--- config.mk ---
export PLATFORM = sky130hd
export DESIGN_NAME = fnr_unit
export DESIGN_NICKNAME = d
export VERILOG_FILES = /design/src/rtl/fnr_pkg.sv /design/src/rtl/fnr_norm.sv /design/src/rtl/fnr_round.sv /design/src/rtl/fnr_pack.sv /design/src/rtl/fnr_unit.sv
export SDC_FILE = /design/constraint.sdc
export NUM_CORES = 1
export LEC_CHECK = 0
export BUFFER_PORTS_ARGS = -buffer_cell sky130_fd_sc_hd__buf_2
export CORE_ASPECT_RATIO = 1.2
export CORE_MARGIN = 1.5
export CORE_UTILIZATION = 45
export DETAILED_ROUTE_END_ITERATION = 16
export MAX_ROUTING_LAYER = met4
export PLACE_DENSITY_LB_ADDON = 0.15
export REMOVE_ABC_BUFFERS = 1
export SKIP_LAST_GASP = 1
export SYNTH_ARGS = -nofsm -noshare
export SYNTH_HDL_FRONTEND = slang
export SYNTH_HIERARCHICAL = 1
export SYNTH_SLANG_ARGS = --single-unit
--- constraint.sdc ---
create_clock -name clk -period 0.9 [get_ports clk]
set_input_delay 0.09 -clock clk [delete_from_list [all_inputs] [get_ports clk]]
set_output_delay 0.09 -clock clk [all_outputs]
set_load 0.02 [all_outputs]
--- src/rtl/fnr_pkg.sv ---
package fnr_pkg;

    localparam int SIG_W  = 32;          // significand width of the intermediate
    localparam int DROP_W = 8;           // bits discarded below the mantissa LSB
    localparam int EF_W   = 8;           // packed exponent field width
    localparam int MAN_W  = 23;          // packed mantissa width
    localparam int FLG_W  = 5;           // flag vector width
    localparam int SHF_W  = $clog2(SIG_W);

    localparam int EXP_SPECIAL = 255;    // infinity / NaN exponent
    localparam int EXP_OVF     = 254;    // first exponent that overflows
    localparam int EXP_MAXFIN  = 253;    // internal exponent of largest finite

    // flag bit positions
    localparam int FB_IXC = 4;
    localparam int FB_UFC = 3;
    localparam int FB_OFC = 2;
    localparam int FB_DZC = 1;
    localparam int FB_IOC = 0;

    typedef enum logic [1:0] {
        RM_NEAREST = 2'b00,
        RM_UP      = 2'b01,
        RM_DOWN    = 2'b10,
        RM_ZERO    = 2'b11
    } rmode_t;

endpackage

--- src/rtl/fnr_norm.sv ---
module fnr_norm
    import fnr_pkg::*;
#(
    parameter int EXP_W = 12
) (
    input  logic [SIG_W-1:0]        sig_i,
    input  logic signed [EXP_W-1:0] exp_i,
    output logic [SIG_W-1:0]        sig_o,
    output logic signed [EXP_W-1:0] exp_o,
    output logic                    uf_cand_o
);

    localparam int CNT_W = SHF_W + 1;

    logic [CNT_W-1:0]        lead_zeros;
    logic                    seen_one;
    logic [SIG_W-1:0]        shifted;
    logic signed [EXP_W-1:0] norm_exp;
    logic [EXP_W-1:0]        right_amt;
    logic [SHF_W-1:0]        right_sh;
    logic [SIG_W-1:0]        lost_bits;
    logic                    is_tiny;

    // leading-zero count, priority from the top bit
    always_comb begin
        lead_zeros = '0;
        seen_one   = 1'b0;
        for (int i = SIG_W - 1; i >= 0; i--) begin
            if (!seen_one) begin
                if (sig_i[i]) begin
                    seen_one = 1'b1;
                end else begin
                    lead_zeros = lead_zeros + 1'b1;
                end
            end
        end
    end

    always_comb begin
        shifted   = sig_i << lead_zeros;
        norm_exp  = exp_i - EXP_W'(lead_zeros);
        is_tiny   = norm_exp[EXP_W-1];
        right_amt = EXP_W'(-norm_exp);
        right_sh  = right_amt[SHF_W-1:0];
        lost_bits = '0;
        sig_o     = shifted;
        exp_o     = norm_exp;
        if (is_tiny) begin
            exp_o = '0;
            if (right_amt >= EXP_W'(SIG_W)) begin
                sig_o = {{(SIG_W-1){1'b0}}, |shifted};
            end else begin
                lost_bits = shifted << (SIG_W - int'(right_sh));
                sig_o     = (shifted >> right_sh) | SIG_W'(|lost_bits);
            end
        end
        uf_cand_o = is_tiny && (|sig_o[DROP_W-1:0]);
    end

endmodule

--- src/rtl/fnr_round.sv ---
module fnr_round
    import fnr_pkg::*;
#(
    parameter int EXP_W = 12
) (
    input  logic                    sign_i,
    input  logic signed [EXP_W-1:0] exp_i,
    input  logic [SIG_W-1:0]        sig_i,
    input  logic                    uf_cand_i,
    input  rmode_t                  mode_i,
    output logic [EF_W-1:0]         exp_o,
    output logic [SIG_W-1:0]        sig_o,
    output logic [FLG_W-1:0]        flags_o
);

    localparam logic signed [EXP_W-1:0] OVF_EXP = EXP_W'(EXP_OVF);
    localparam logic [SIG_W-1:0] HALF_ULP = SIG_W'(1) << (DROP_W - 1);
    localparam logic [SIG_W-1:0] FULL_ULP = (SIG_W'(1) << DROP_W) - 1'b1;
    localparam logic [SIG_W-1:0] SIG_MID  = SIG_W'(1) << (SIG_W - 1);

    logic [SIG_W-1:0]        incr;
    logic [SIG_W-1:0]        incr_adj;
    logic [SIG_W:0]          trial;
    logic                    carry;
    logic signed [EXP_W-1:0] exp_adj;
    logic signed [EXP_W-1:0] exp_fin;
    logic [SIG_W-1:0]        sig_adj;
    logic [SIG_W-1:0]        sig_rnd;
    logic                    inexact;
    logic                    uf_keep;

    // increment selection per mode
    always_comb begin
        incr = '0;
        unique case (mode_i)
            RM_NEAREST: incr = sig_i[DROP_W] ? HALF_ULP : HALF_ULP - 1'b1;
            RM_UP:      incr = sign_i ? '0 : FULL_ULP;
            RM_DOWN:    incr = sign_i ? FULL_ULP : '0;
            RM_ZERO:    incr = '0;
            default:    incr = '0;
        endcase
    end

    always_comb begin
        trial = {1'b0, sig_i} + {1'b0, incr};
        carry = trial[SIG_W];
        if (carry) begin
            exp_adj  = exp_i + EXP_W'(1);
            sig_adj  = (sig_i >> 1) | {{(SIG_W-1){1'b0}}, sig_i[0]};
            incr_adj = incr >> 1;
        end else begin
            exp_adj  = exp_i;
            sig_adj  = sig_i;
            incr_adj = incr;
        end
        inexact = |sig_adj[DROP_W-1:0];
        sig_rnd = sig_adj + incr_adj;
        flags_o = '0;
        exp_fin = exp_adj;
        uf_keep = uf_cand_i;
        if (exp_adj >= OVF_EXP) begin
            flags_o[FB_OFC] = 1'b1;
            flags_o[FB_IXC] = 1'b1;
            if (incr_adj == '0) begin
                exp_o = EF_W'(EXP_MAXFIN);
                sig_o = {1'b0, {(SIG_W-1){1'b1}}};
            end else begin
                exp_o = EF_W'(EXP_SPECIAL);
                sig_o = '0;
            end
        end else begin
            if (sig_rnd[SIG_W-1:DROP_W] == '0) begin
                exp_fin = '0;
            end
            if ((exp_fin != '0) || (sig_rnd > SIG_MID)) begin
                uf_keep = 1'b0;
            end
            flags_o[FB_IXC] = inexact;
            flags_o[FB_UFC] = uf_keep;
            exp_o = EF_W'(exp_fin);
            sig_o = sig_rnd >> 1;
        end
    end

endmodule

--- src/rtl/fnr_pack.sv ---
module fnr_pack
    import fnr_pkg::*;
(
    input  logic             sign_i,
    input  logic [EF_W-1:0]  exp_i,
    input  logic [SIG_W-1:0] sig_i,
    output logic [SIG_W-1:0] word_o
);

    localparam int LOW_SH = DROP_W - 1;

    logic [SIG_W-2:0] body;

    // additive pack: the leading one of the significand bumps the field
    always_comb begin
        body   = {exp_i, {MAN_W{1'b0}}} + (SIG_W-1)'(sig_i >> LOW_SH);
        word_o = {sign_i, body};
    end

endmodule

--- src/rtl/fnr_unit.sv ---
module fnr_unit
    import fnr_pkg::*;
#(
    parameter int EXP_W = 12
) (
    input  logic                    clk,
    input  logic                    rst_n,
    input  logic                    in_valid,
    input  logic                    sign_in,
    input  logic signed [EXP_W-1:0] exp_in,
    input  logic [31:0]             sig_in,
    input  logic [1:0]              rmode_in,
    input  logic [4:0]              flags_in,
    output logic                    out_valid,
    output logic [31:0]             result,
    output logic [4:0]              flags_out
);

    typedef struct packed {
        logic             vld;
        logic [SIG_W-1:0] word;
        logic [FLG_W-1:0] flg;
    } stage_t;

    stage_t st_d, st_q;

    logic [SIG_W-1:0]        n_sig;
    logic signed [EXP_W-1:0] n_exp;
    logic                    n_uf;
    logic [EF_W-1:0]         r_exp;
    logic [SIG_W-1:0]        r_sig;
    logic [FLG_W-1:0]        r_flags;
    logic                    take_bypass;
    logic                    take_zero;
    logic [EF_W-1:0]         p_exp;
    logic [SIG_W-1:0]        p_sig;
    logic [FLG_W-1:0]        p_flags;
    logic [SIG_W-1:0]        p_word;

    fnr_norm #(.EXP_W(EXP_W)) i_norm (
        .sig_i     (sig_in),
        .exp_i     (exp_in),
        .sig_o     (n_sig),
        .exp_o     (n_exp),
        .uf_cand_o (n_uf)
    );

    fnr_round #(.EXP_W(EXP_W)) i_round (
        .sign_i    (sign_in),
        .exp_i     (n_exp),
        .sig_i     (n_sig),
        .uf_cand_i (n_uf),
        .mode_i    (rmode_t'(rmode_in)),
        .exp_o     (r_exp),
        .sig_o     (r_sig),
        .flags_o   (r_flags)
    );

    fnr_pack i_pack (
        .sign_i (sign_in),
        .exp_i  (p_exp),
        .sig_i  (p_sig),
        .word_o (p_word)
    );

    // path select
    always_comb begin
        take_bypass = (exp_in == EXP_W'(EXP_SPECIAL)) &&
                      ((sig_in == '0) || (flags_in != '0));
        take_zero   = (sig_in == '0);
        if (take_bypass) begin
            p_exp   = EF_W'(EXP_SPECIAL);
            p_sig   = sig_in;
            p_flags = flags_in;
        end else if (take_zero) begin
            p_exp   = '0;
            p_sig   = '0;
            p_flags = flags_in;
        end else begin
            p_exp   = r_exp;
            p_sig   = r_sig;
            p_flags = flags_in | r_flags;
        end
    end

    // next state
    always_comb begin
        st_d     = st_q;
        st_d.vld = in_valid;
        if (in_valid) begin
            st_d.word = p_word;
            st_d.flg  = p_flags;
        end
    end

    always_ff @(posedge clk or negedge rst_n) begin
        if (!rst_n) begin
            st_q <= '0;
        end else begin
            st_q <= st_d;
        end
    end

    assign out_valid = st_q.vld;
    assign result    = st_q.word;
    assign flags_out = st_q.flg;

endmodule

==> flow_metrics.env <==
export IMPL_outcome="finished with violations"
export IMPL_violations="negative setup slack"
export IMPL_mostFrequentLayoutCells="803 x buf_4, 190 x nand2_1, 186 x nor2_1, 99 x a21oi_1, 93 x mux2i_1"
export IMPL_timing_fmax_mhz=38.6
export IMPL_cp_required_ns=1.08
export IMPL_die_h_um=200
export IMPL_crit_arrival_ns=26.08
export IMPL_viasPerCell=6.28
export IMPL_crit_path_max_fanout=5
export IMPL_clk_pin_slew_ns=0.06
export IMPL_gp_congestion=1.09
export IMPL_die_area_um2=33400
export IMPL_rrSetupSlack_ns=-0.09
export IMPL_cts_tree="done"
export IMPL_regArea_um2=953
export IMPL_vias=20300
export IMPL_drtAntennaViolNets=0
export IMPL_critPathMaxStageDelay_ns=0.41
export IMPL_root_buffer="clkbuf_16"
export IMPL_grt_antenna_before_repair=2
export IMPL_wl_um=73000
export IMPL_dr_pass1_iters=5
export IMPL_grt_max_degree=43
export IMPL_hold_viol=0
export IMPL_layout_nets=2940
export IMPL_whs_endpoint="flags_out[3]$_DFFE_PN0P_"
export IMPL_fillerInstances=2300
export IMPL_worst_slack_ns=-25.00
export IMPL_slowest_stage="a2111oi_4"
export IMPL_maxSlewHeadroom=0.546
export IMPL_setup_viol=74
export IMPL_reg2reg_to="flags_out[1]$_DFFE_PN0P_"
export IMPL_worstSetupEndpointType="register"
export IMPL_rsz0062_at_grt="true"
export IMPL_grt_pass1_wl_um=106000
export IMPL_netlist_area_um2=14600
export IMPL_initial_utilization=0.460
export IMPL_fin_cells=3230
export IMPL_overflow=0
export IMPL_worstSetupPathType="input port to register"
export IMPL_wl_per_cell_um=22.6
export IMPL_grt_pass1_vias=19700
export IMPL_fin_worst_skew_ns=0
export IMPL_reg2reg_from="flags_out[1]$_DFFE_PN0P_"
export IMPL_synth_cells=2033
export IMPL_final_common_cell="buf_4"
export IMPL_p_leak_nw=10.4
export IMPL_multi_input_area_um2=14400
export IMPL_drc=0
export IMPL_tightest_slew_ns=0.673
export IMPL_dpl_hpwl_um=53600
export IMPL_ioPinCount=93
export IMPL_peakVddDrop_mv=1.36
export IMPL_port_buffers=92
export IMPL_grt_use_total=0.416
export IMPL_finalCriticalPeriod_ns=25.90
export IMPL_pwr_density_cell_nw_per_um2=1040
export IMPL_core_area_um2=31600
export IMPL_insertion_delay_ns=0.29
export IMPL_min_path_cells=3
export IMPL_numCtsBuffers=5
export IMPL_drv_cap=0
export IMPL_drive_gt1_frac=0.489
export IMPL_fin_crit_sh=28.8
export IMPL_die_width_um=167
export IMPL_post_route_util=0.753
export IMPL_path_buf_inv=11
export IMPL_holdCritStartpoint="flags_in[3]"
export IMPL_rows=71
export IMPL_hold_slack_ns=0.146
export IMPL_cts_max_path_buffers=2
export IMPL_slew_violations=0
export IMPL_crit_family="adder cells"
export IMPL_start_kind="input port"
export IMPL_hp_class="input port to register"
export IMPL_synth_avg_cell_area_um2=7.16
export IMPL_clock_sinks=38
export IMPL_htreeDepth=2
export IMPL_drt_iter0_drc=1533
export IMPL_areaGrowthSynthToFinish_pct=63.5
export IMPL_ys_warnings_count=6
export IMPL_r2r_cells=2
export IMPL_dp_cells=3081
==> power by group <==
| part | internal, mW | switching (mW) |
|---|---|---|
| registers | 2.04 | 0.304 |
| logic | 9.76 | 10.7 |
| clock network | 1.03 | 0.823 |
==> layer usage <==
metal / vias up / GRT usage / part of all wire / routed length (um)
met4: 0 / 0.271 / 0.077 / 5630
met3: 443 / 0.0517 / 0.073 / 5360
li1: 9123 / - / - / -
met2: 1106 / 0.729 / 0.48 / 35400
met5: - / - / 0 / 0
met1: 9598 / 0.447 / 0.36 / 26600
==> state kept, by name (all words and copies together), names as in the netlist <==
register / cells
flags_out: 5
result: 32
out_valid: 1
==> worst max-delay path by stage <==
stage	from	endpoint	slack [ns]	cells after the start
finish	sig_in[31]	result[29]$_DFFE_PN0P_	-25.00	149
global route	sig_in[31]	result[27]$_DFFE_PN0P_	-26.26	145
CTS	sig_in[31]	result[29]$_DFFE_PN0P_	-24.60	149
detailed placement	sig_in[30]	result[29]$_DFFE_PN0P_	-26.77	145
global placement	sig_in[30]	result[29]$_DFFE_PN0P_	-26.06	143
floorplan	sig_in[30]	result[27]$_DFFE_PN0P_	-30.80	137
==> per-stage QoR <==
step	setup slack, ns	setup TNS (ns)	power, mW	area [um^2]
2_1_floorplan	-30.80	-1003.65	10.5	13600
3_3_place_gp	-26.06	-844.93	18.6	20200
3_5_place_dp	-26.77	-867.61	18.7	20200
4_1_cts	-24.60	-798.22	23.0	22800
5_1_grt	-26.26	-852.19	25.7	23800
6_report	-25.00	-812.97	24.6	23800
==> worst reg2reg max path: cells and delay by family (launching register included) <==
kind	cells	cell delay (ns)
AO/OA/AOI/OAI	1	0.20
flip-flops	1	0.40
multiplexers	1	0.28
==> cell type report <==
type | instances | area share
inverter | 51 | 0.00867
sequential | 38 | 0.0401
clock inverter | 3 | 0.000894
tap | 401 | 0.0211
antenna | 2 | 0.000210
multi-input combinational | 1776 | 0.604
timing repair buffer | 954 | 0.319
clock buffer | 5 | 0.00526
==> timing repair <==
item	CTS	global route
cloned	4	1
hold buffers	1	0
setup endpoints to repair	73	75
pin swaps	171	143
setup buffers	103	40
gates resized for setup	370	135
hold endpoints to repair	38	0
No activity file was read; power rests on OpenSTA's default activity.
